--- src/rtl/dmac_pkg.sv ---
package dmac_pkg;
  localparam logic [3:0] OFF_CMD    = 4'h8;
  localparam logic [3:0] OFF_REQ    = 4'h9;
  localparam logic [3:0] OFF_SMASK  = 4'hA;
  localparam logic [3:0] OFF_MODE   = 4'hB;
  localparam logic [3:0] OFF_FFCLR  = 4'hC;
  localparam logic [3:0] OFF_MRESET = 4'hD;
  localparam logic [3:0] OFF_MCLR   = 4'hE;
  localparam logic [3:0] OFF_MLOAD  = 4'hF;

  // command bits that may be set; any other bit makes the write void
  localparam logic [7:0] CMD_ALLOWED = 8'h04;
  localparam int         CMD_DISABLE_BIT = 2;

  typedef struct packed {
    logic cmd;
    logic req;
    logic smask;
    logic mode;
    logic ffclr;
    logic mreset;
    logic mclr;
    logic mload;
  } wr_dec_t;
endpackage

--- src/rtl/dmac_ctrl_decode.sv ---
module dmac_ctrl_decode
  import dmac_pkg::*;
(
  input  logic       wr,
  input  logic [3:0] off,
  output wr_dec_t    dec
);
  always_comb begin
    dec = '0;
    if (wr) begin
      unique case (off)
        OFF_CMD:    dec.cmd    = 1'b1;
        OFF_REQ:    dec.req    = 1'b1;
        OFF_SMASK:  dec.smask  = 1'b1;
        OFF_MODE:   dec.mode   = 1'b1;
        OFF_FFCLR:  dec.ffclr  = 1'b1;
        OFF_MRESET: dec.mreset = 1'b1;
        OFF_MCLR:   dec.mclr   = 1'b1;
        OFF_MLOAD:  dec.mload  = 1'b1;
        default:    dec = '0;
      endcase
    end
  end
endmodule

--- src/rtl/dmac_status_reg.sv ---
module dmac_status_reg #(
  parameter int NCH  = 4,
  localparam int CH_W = $clog2(NCH)
) (
  input  logic            clk,
  input  logic            rst_n,
  input  logic            mreset,
  input  logic            req_wr,
  input  logic [CH_W-1:0] req_ch,
  input  logic            req_set,
  input  logic            rd_clr,
  input  logic [NCH-1:0]  hold,
  input  logic [NCH-1:0]  rel,
  input  logic [NCH-1:0]  tc,
  output logic [NCH-1:0]  req_q,
  output logic [NCH-1:0]  tc_q
);
  logic [NCH-1:0] req_n, tc_n;

  always_comb begin
    req_n = (req_q & ~rel) | hold;
    tc_n  = (rd_clr ? '0 : tc_q) | tc;
    if (req_wr) begin
      req_n[req_ch] = req_set;
      tc_n[req_ch]  = 1'b0;
    end
    if (mreset) begin
      req_n = '0;
      tc_n  = '0;
    end
  end

  always_ff @(posedge clk or negedge rst_n) begin
    if (!rst_n) begin
      req_q <= '0;
      tc_q  <= '0;
    end else begin
      req_q <= req_n;
      tc_q  <= tc_n;
    end
  end
endmodule

--- src/rtl/dmac_mode_bank.sv ---
module dmac_mode_bank #(
  parameter int NCH  = 4,
  parameter int DW   = 8,
  localparam int CH_W = $clog2(NCH)
) (
  input  logic              clk,
  input  logic              rst_n,
  input  logic              mode_wr,
  input  logic [DW-1:0]     wdata,
  output logic [NCH*DW-1:0] mode_q
);
  for (genvar c = 0; c < NCH; c++) begin : g_chan
    always_ff @(posedge clk or negedge rst_n) begin
      if (!rst_n)
        mode_q[c*DW +: DW] <= '0;
      else if (mode_wr && (wdata[CH_W-1:0] == CH_W'(c)))
        mode_q[c*DW +: DW] <= wdata;
    end
  end
endmodule

--- src/rtl/dmac_grant_arb.sv ---
module dmac_grant_arb #(
  parameter int NCH = 4
) (
  input  logic           enable,
  input  logic [NCH-1:0] elig,
  output logic [NCH-1:0] gnt
);
  always_comb begin
    gnt = '0;
    for (int i = NCH - 1; i >= 0; i--) begin
      if (elig[i]) begin
        gnt    = '0;
        gnt[i] = 1'b1;
      end
    end
    if (!enable) gnt = '0;
  end
endmodule

--- src/rtl/dmac_ctrl_regs.sv ---
module dmac_ctrl_regs
  import dmac_pkg::*;
#(
  parameter int NCH = 4,
  parameter int DW  = 8,
  localparam int CH_W = $clog2(NCH)
) (
  input  logic              clk,
  input  logic              rst_n,
  input  logic              reg_wr,
  input  logic              reg_rd,
  input  logic [3:0]        reg_off,
  input  logic [DW-1:0]     reg_wdata,
  output logic [DW-1:0]     reg_rdata,
  input  logic [NCH-1:0]    dreq_hold,
  input  logic [NCH-1:0]    dreq_rel,
  input  logic [NCH-1:0]    tc_pulse,
  input  logic              byte_ptr_flip,
  output logic              byte_ptr,
  output logic [DW-1:0]     cmd_q,
  output logic [NCH-1:0]    mask_q,
  output logic [DW-1:0]     status_q,
  output logic [NCH*DW-1:0] mode_q,
  output logic [NCH-1:0]    eligible,
  output logic [NCH-1:0]    grant
);
  wr_dec_t        dec;
  logic [NCH-1:0] req_q, tc_q;
  logic           stat_rd;
  logic [DW-1:0]  rd_mux;
  logic [DW-1:0]  mask_rd;

  dmac_ctrl_decode u_dec (.wr(reg_wr), .off(reg_off), .dec(dec));

  assign stat_rd = reg_rd && (reg_off == OFF_CMD);

  dmac_status_reg #(.NCH(NCH)) u_stat (
    .clk(clk), .rst_n(rst_n), .mreset(dec.mreset),
    .req_wr(dec.req), .req_ch(reg_wdata[CH_W-1:0]), .req_set(reg_wdata[CH_W]),
    .rd_clr(stat_rd), .hold(dreq_hold), .rel(dreq_rel), .tc(tc_pulse),
    .req_q(req_q), .tc_q(tc_q)
  );

  dmac_mode_bank #(.NCH(NCH), .DW(DW)) u_mode (
    .clk(clk), .rst_n(rst_n), .mode_wr(dec.mode), .wdata(reg_wdata), .mode_q(mode_q)
  );

  always_comb begin
    status_q = '0;
    status_q[2*NCH-1:0] = {req_q, tc_q};
    mask_rd = '0;
    mask_rd[NCH-1:0] = mask_q;
  end

  // command register
  always_ff @(posedge clk or negedge rst_n) begin
    if (!rst_n)
      cmd_q <= '0;
    else if (dec.mreset)
      cmd_q <= '0;
    else if (dec.cmd && ((reg_wdata & ~DW'(CMD_ALLOWED)) == '0))
      cmd_q <= reg_wdata;
  end

  // mask register
  always_ff @(posedge clk or negedge rst_n) begin
    if (!rst_n)
      mask_q <= '1;
    else if (dec.mreset)
      mask_q <= '1;
    else if (dec.mclr)
      mask_q <= '0;
    else if (dec.mload)
      mask_q <= reg_wdata[NCH-1:0];
    else if (dec.smask)
      mask_q[reg_wdata[CH_W-1:0]] <= reg_wdata[CH_W];
  end

  // byte pointer
  always_ff @(posedge clk or negedge rst_n) begin
    if (!rst_n)
      byte_ptr <= 1'b0;
    else if (dec.ffclr || dec.mreset)
      byte_ptr <= 1'b0;
    else if (byte_ptr_flip)
      byte_ptr <= ~byte_ptr;
  end

  // readback
  always_comb begin
    rd_mux = '0;
    if (reg_rd) begin
      if (reg_off == OFF_CMD)        rd_mux = status_q;
      else if (reg_off == OFF_MLOAD) rd_mux = mask_rd;
    end
  end

  always_ff @(posedge clk or negedge rst_n) begin
    if (!rst_n) reg_rdata <= '0;
    else        reg_rdata <= rd_mux;
  end

  assign eligible = ~mask_q & req_q;

  dmac_grant_arb #(.NCH(NCH)) u_arb (
    .enable(!cmd_q[CMD_DISABLE_BIT]), .elig(eligible), .gnt(grant)
  );
endmodule

--- config.mk ---
export PLATFORM = sky130hd
export DESIGN_NAME = dmac_ctrl_regs
export DESIGN_NICKNAME = d
export VERILOG_FILES = /design/src/rtl/dmac_pkg.sv /design/src/rtl/dmac_ctrl_decode.sv /design/src/rtl/dmac_status_reg.sv /design/src/rtl/dmac_mode_bank.sv /design/src/rtl/dmac_grant_arb.sv /design/src/rtl/dmac_ctrl_regs.sv
export SDC_FILE = /design/constraint.sdc
export NUM_CORES = 1
export LEC_CHECK = 0
export BUFFER_PORTS_ARGS = -buffer_cell sky130_fd_sc_hd__buf_2
export CAP_MARGIN = 40
export CORE_MARGIN = 5
export CORE_UTILIZATION = 35
export DETAILED_ROUTE_END_ITERATION = 7
export PLACE_DENSITY_LB_ADDON = 0.15
export SLEW_MARGIN = 20
export SYNTH_ARGS = -nofsm -noshare
export SYNTH_HDL_FRONTEND = slang
export SYNTH_SLANG_ARGS = --single-unit
--- constraint.sdc ---
create_clock -name clk -period 0.9 [get_ports clk]
set_input_delay 0.18 -clock clk [delete_from_list [all_inputs] [get_ports clk]]
set_output_delay 0.18 -clock clk [all_outputs]
set_load 0.02 [all_outputs]
==> results.sh, run 1 <==
export IMPL_critical_path_startpoint="mask_q[1]$_DFFE_PN1P_"
export IMPL_tightest_slew_ns=0.399
export IMPL_end_kind="output port"
export IMPL_crit_arrival_ns=1.42
export IMPL_ys_types=49
export IMPL_holdCritPathClass="in2reg"
export IMPL_async_flop_share=1.00
export IMPL_clk_root_buffer_cell="clkbuf_8"
export IMPL_drc=0
export IMPL_synth_area_per_cell_sq_um=12.6
export IMPL_routed_wirelength_microns=8410
export IMPL_rsz0062_at_grt="yes"
export IMPL_die_area_sq_um=9770
export IMPL_vias_per_cell=4.87
export IMPL_finalSetupViolCount=111
export IMPL_path_clk_slew_ns=0.07
export IMPL_design_area_sq_um=5080
export IMPL_clock_latency_ns=0.33
export IMPL_die_h_microns=98.8
export IMPL_synth_edf_count=0
export IMPL_synth_yosys_seq_area_share=0.554
export IMPL_yosys_register_bits=61
export IMPL_startpoint_type="flip-flop"
export IMPL_ant_nets=0
export IMPL_critPathMaxStageDelay_ns=0.58
export IMPL_placed_area_sq_um=3910
export IMPL_finalHoldViolCount=0
export IMPL_violations="setup timing"
export IMPL_fin_crit_ns=1.60
export IMPL_layout_setup_ws_ns=-0.697
export IMPL_path_max_fanout=4
export IMPL_cts_buffer_depth=2
export IMPL_worstSetupPathType="reg2out"
export IMPL_fin_skew_ns=0.00312
export IMPL_grt_pass1_wl_microns=13200
export IMPL_rr_startpoint="mask_q[0]$_DFFE_PN1P_"
export IMPL_peakVddDrop_mv=0.985
export IMPL_ys_warnings_count=0
export IMPL_num_vias=2443
export IMPL_cellPowerDensity_nw_per_um2=1670
export IMPL_cpMaxStageDelayCell="dfstp_2"
export IMPL_max_slew_margin=0.733
export IMPL_grt_pass1_vias=2687
export IMPL_p_leak_nw=2.49
export IMPL_drt_iter0_markers=66
export IMPL_cp_top_family="flip-flops"
export IMPL_ios=98
export IMPL_wl_per_cell_microns=16.7
export IMPL_ys_flop_type="dfrtp_1"
export IMPL_drv_slew=0
export IMPL_drive_gt1_frac=0.693
export IMPL_core_area_sq_um=7730
export IMPL_drv_cap=0
export IMPL_grt_max_degree=62
export IMPL_fin_crit_sh=1.77
export IMPL_gr_total_overflow=0
export IMPL_die_w_microns=98.8
export IMPL_syn_inst=220
export IMPL_area_delta_synth_final_pct=84.0
export IMPL_hp_start="tc_pulse[1]"
export IMPL_syn_area_sq_um=2760
export IMPL_diodes=0
export IMPL_portBuffers=97
export IMPL_synthesis_nets=249
export IMPL_crit_buf_inv=1
export IMPL_place_gp_congestion=0.788
export IMPL_outcome="finished, violations left"
export IMPL_crit_chain="nor2b_4, nor4_4, buf_4"
export IMPL_cts_sinks=61
export IMPL_cp_required_ns=0.72
export IMPL_htree_levels=3
export IMPL_tritoncts="yes"
export IMPL_start_util=0.358
export IMPL_dr_pass1_iters=4
export IMPL_holdWs_ns=0.0980
export IMPL_antenna_found_initial=0
export IMPL_dp_hpwl_microns=5710
export IMPL_nNetsFinal=424
export IMPL_cts_buffers=9
export IMPL_rows=32
export IMPL_fmax_ghz=0.626
export IMPL_track_usage=0.170
==> through the flow <==
stage                      util  std cells  setup WS [ns]  TNS (ns)  total power [mW]
final                     0.658        502         -0.697    -18.23              8.51
after global routing      0.658        502         -0.737    -22.00              8.91
after CTS                 0.631        489         -0.709    -18.96              8.39
after detailed placement  0.506        457         -0.522    -26.62              5.18
after global placement    0.506        457         -0.497    -25.50              5.15
after floorplan               -        220         -0.453    -15.67              4.35
==> power breakdown <==
part	internal, mW	leakage (nW)	switching, mW	total (mW)
clock network	1.29	0.0918	1.14	2.43
logic	1.59	1.62	1.21	2.80
registers	3.05	0.779	0.226	3.27
total	5.92	2.49	2.58	8.51
==> cells in the final DEF (no fill, tap or decap), types with 3 or more instances in the layout <==
cell and instances:
a21boi_1 4, and3_1 3, and3_4 3, buf_12 3
buf_2 23, buf_4 49, buf_6 99, clkbuf_8 9
clkinvlp_4 3, dfrtp_1 54, dfrtp_2 3, dfstp_2 4
mux2_4 24, mux2i_1 6, nand3_1 8, nand4b_1 3
nor2_1 3, nor2b_1 10, nor2b_4 7, nor3b_2 8
nor4_4 3, o211a_1 4, o22ai_2 3, or2_2 4
==> area by class of cell <==
type	instances	area (sq um)
Clock inverter	7	75.1
Timing Repair Buffer	176	1680
Fill cell	594	2650
Multi-Input combinational cell	142	1510
Tap cell	102	128
Sequential cell	61	1540
Inverter	5	26.3
Clock buffer	9	124
==> per-layer routing <==
layer  global-route usage  up-vias  part of all wire
met5                    0        -                 0
met3               0.0510        8             0.067
li1                     -     1155                 -
met2                0.288       84              0.50
met1                0.207     1196              0.42
met4               0.0525        0             0.011
==> final timing paths <==
check / endpoint / slack, ns / cells past startpoint
worst max-delay path: grant[3] / -0.70 / 3
worst min-delay path: u_stat.tc_q[1]$_DFF_PN0_ / 0.1 / 2
worst max register to register: mask_q[0]$_DFFE_PN1P_ / -0.21 / 5
worst min register to register: u_mode.mode_q[24]$_DFFE_PN0P_ / 0.51 / 1
max in group asynchronous: mask_q[2]$_DFFE_PN1P_ / 0.20 / 3
min in group asynchronous: reg_rdata[1]$_DFF_PN0_ / 0.38 / 3
==> sequential cells by signal, summed over array words and instances (netlist names) <==
signal	count
byte_ptr	1
u_stat.tc_q	4
reg_rdata	8
cmd_q	8
mask_q	4
u_stat.req_q	4
u_mode.mode_q	32
==> synthesized netlist by cell type, types with 2 or more instances <==
cell	number	share of area
and3_1	6	0.014
dfrtp_1	57	0.52
nand4_1	2	0.0045
o32a_1	2	0.0072
nor2_1	4	0.0054
or2_2	4	0.0091
buf_2	8	0.014
mux2_2	24	0.098
nand3_1	8	0.014
clkbuf_1	2	0.0027
a22oi_1	4	0.011
nor2b_1	18	0.041
and2_1	2	0.0045
o211a_1	4	0.014
nand4b_1	3	0.0095
mux2i_1	6	0.022
o21bai_1	2	0.0054
nand2_1	3	0.0041
o221a_2	2	0.0082
a21boi_0	4	0.011
nor3b_1	9	0.024
o21ai_0	3	0.0054
and4_1	2	0.0063
o22ai_1	4	0.0091
nor4_1	3	0.0068
dfstp_2	4	0.038
nand2b_1	3	0.0068
inv_1	4	0.0054
a32oi_1	2	0.0063
nor3_1	2	0.0036
==> cells by family after synthesis <==
logic type | after synthesis | share of synthesized area
buffers and inverters | 17 | 0.0281
AND/OR/NAND/NOR | 80 | 0.207
XOR/XNOR | 1 | 0.00317
AO/OA/AOI/OAI | 31 | 0.0883
flip-flops | 61 | 0.554
multiplexers | 30 | 0.120
==> what timing repair did <==
action | in CTS | in global routing
endpoints found under the hold margin | 57 | 0
buffers inserted | 16 | 14
hold buffers | 1 | 0
setup endpoints to repair | 116 | 123
cloned | 0 | 1
resized for setup | 191 | 27
pin swaps | 20 | 18
Note: power is estimated with default switching activity, not from simulation.
==> run 2: changes to the inputs <==
- BUFFER_PORTS_ARGS: -buffer_cell sky130_fd_sc_hd__buf_2 -> unset
- CORE_UTILIZATION: 35 -> 55
- DONT_BUFFER_PORTS: unset -> 1
==> results.sh, run 2 (synthesized netlist as in run 1, its figures left out) <==
export IMPL_track_usage=0.291
export IMPL_clk_root_buffer_cell="clkbuf_8"
export IMPL_place_gp_congestion=0.905
export IMPL_layout_commonest_cell="buf_6"
export IMPL_holdBufCountCts=14
export IMPL_design_area_sq_um=4440
export IMPL_drv_slew=0
export IMPL_final_cell_mix="buf_6, dfrtp_1, buf_4"
export IMPL_area_delta_synth_final_pct=60.7
export IMPL_p_leak_nw=2.09
export IMPL_wl_per_cell_microns=27.9
export IMPL_rows=25
export IMPL_drt_iter0_markers=205
export IMPL_worstSetupPathType="reg2out"
export IMPL_placed_area_sq_um=3490
export IMPL_crit_buf_inv=1
export IMPL_outcome="finished, violations left"
export IMPL_routed_wirelength_microns=11100
export IMPL_holdWs_ns=-0.488
export IMPL_grt_pass1_wl_microns=13900
export IMPL_die_area_sq_um=6540
export IMPL_rsz0062_at_grt="yes"
export IMPL_drive_gt1_frac=0.631
export IMPL_tritoncts="yes"
export IMPL_antenna_found_initial=0
export IMPL_cts_buffers=9
export IMPL_drc=0
export IMPL_fin_crit_ns=1.66
export IMPL_clock_latency_ns=0.35
export IMPL_fin_crit_sh=1.84
export IMPL_ant_nets=0
export IMPL_start_util=0.577
export IMPL_finalSetupViolCount=106
export IMPL_drv_cap=0
export IMPL_cellPowerDensity_nw_per_um2=1890
export IMPL_tightest_slew_ns=0.409
export IMPL_largest_reg_flops=32
export IMPL_crit_chain="nor2b_4, nor4_4, buf_4"
export IMPL_cts_buffer_depth=2
export IMPL_die_w_microns=80.9
export IMPL_startpoint_type="flip-flop"
export IMPL_end_kind="output port"
export IMPL_ios=98
export IMPL_finalHoldViolCount=61
export IMPL_critPathMaxStageDelay_ns=0.60
export IMPL_peakVddDrop_mv=1.62
export IMPL_max_slew_margin=0.726
export IMPL_htree_levels=3
export IMPL_dp_hpwl_microns=5510
export IMPL_die_h_microns=80.9
export IMPL_fill_cells=150
export IMPL_holdCritPathClass="in2async"
export IMPL_nNetsFinal=355
export IMPL_layout_setup_ws_ns=-0.759
export IMPL_top_register="u_mode.mode_q"
export IMPL_num_vias=2559
export IMPL_grt_pass1_vias=2475
export IMPL_path_max_fanout=5
export IMPL_fmax_ghz=0.603
export IMPL_fin_skew_ns=0.00502
export IMPL_crit_arrival_ns=1.48
export IMPL_cp_top_family="flip-flops"
export IMPL_vias_per_cell=6.43
export IMPL_cts_sinks=61
export IMPL_diodes=0
export IMPL_top_regs="u_mode.mode_q (32), cmd_q (8), reg_rdata (8)"
export IMPL_path_clk_slew_ns=0.08
export IMPL_cpMaxStageDelayCell="dfstp_2"
export IMPL_gr_total_overflow=0
export IMPL_cp_required_ns=0.72
export IMPL_fin_util=0.928
export IMPL_core_area_sq_um=4790
export IMPL_violations="hold timing, setup timing"
export IMPL_grt_max_degree=62
export IMPL_portBuffers=0
export IMPL_dr_pass1_iters=7
-- run 2: cell count changes in the layout (fill, tap and decap cells not counted), moves of 6 or more --
cell,before,now
dfrtp_2,3,20
mux2_2,0,6
dfrtp_1,54,37
dlygate4sd3_1,1,14
buf_2,23,0
buf_6,99,66
buf_4,49,26
mux2_4,24,18
-- run 2: power breakdown --
| group | total (mW) | leakage, nW | switching [mW] | internal (mW) |
|---|---|---|---|---|
| clock | 2.55 | 0.0996 | 1.27 | 1.29 |
| sequential | 3.34 | 0.751 | 0.292 | 3.05 |
| combinational | 2.50 | 1.24 | 1.14 | 1.36 |
-- run 2: metrics by stage --
stage / setup slack, ns / total power [mW] / std cells / TNS (ns) / hold slack [ns]
after floorplan: -0.453 / 4.35 / 220 / -15.67 / -0.116
after global placement: -0.357 / 4.93 / 342 / -13.91 / -0.114
after detailed placement: -0.380 / 4.98 / 342 / -15.90 / -0.114
after CTS: -0.667 / 7.88 / 390 / -15.74 / -0.482
after global routing: -0.794 / 8.62 / 398 / -20.56 / -0.502
final: -0.759 / 8.39 / 398 / -18.94 / -0.488
-- run 2: worst reg2reg max path, delay by kind of cell, from the launching register on --
family,cells,cell delay (ns)
buf+inv,4,0.44
flops,1,0.60
compound gates,1,0.15
-- run 2: worst paths after layout --
path / start / endpoint / slack, ns / depth (start not counted)
max in group asynchronous: rst_n / mask_q[1]$_DFFE_PN1P_ / 1.18 / 0
max: mask_q[0]$_DFFE_PN1P_ / grant[2] / -0.76 / 3
min reg2reg: u_mode.mode_q[17]$_DFFE_PN0P_ / u_mode.mode_q[17]$_DFFE_PN0P_ / 0.50 / 1
max reg2reg: mask_q[0]$_DFFE_PN1P_ / mask_q[0]$_DFFE_PN1P_ / -0.36 / 5
min: rst_n / cmd_q[7]$_DFFE_PN0P_ / -0.49 / 0
min in group clk: tc_pulse[2] / u_stat.tc_q[2]$_DFF_PN0_ / 0.02 / 1
-- run 2: repair_timing --
action                                  in CTS  in global routing
resized for setup                           78                 40
pin swaps                                    6                  4
buffers inserted                            19                 16
gates cloned                                 0                  0
endpoints found under the hold margin       98                 61
endpoints found under the setup margin      92                106
-- run 2: final cells by class --
class                   instances  area [sq um]  area share
clock inverters                 7          73.8      0.0166
clock buffers                   9           124      0.0279
well taps                      67          83.8      0.0189
multi-input cells             142          1480       0.333
flip-flops and latches         61          1560       0.351
inverters                       5          26.3     0.00592
repair buffers                107          1100       0.247
-- run 2: per-layer routing --
metal	GRT usage	vias up	share of wire
met1	0.337	1262	0.34
met4	0.111	0	0.058
li1	-	1016	-
met3	0.109	64	0.097
met2	0.489	217	0.50
met5	0	-	0
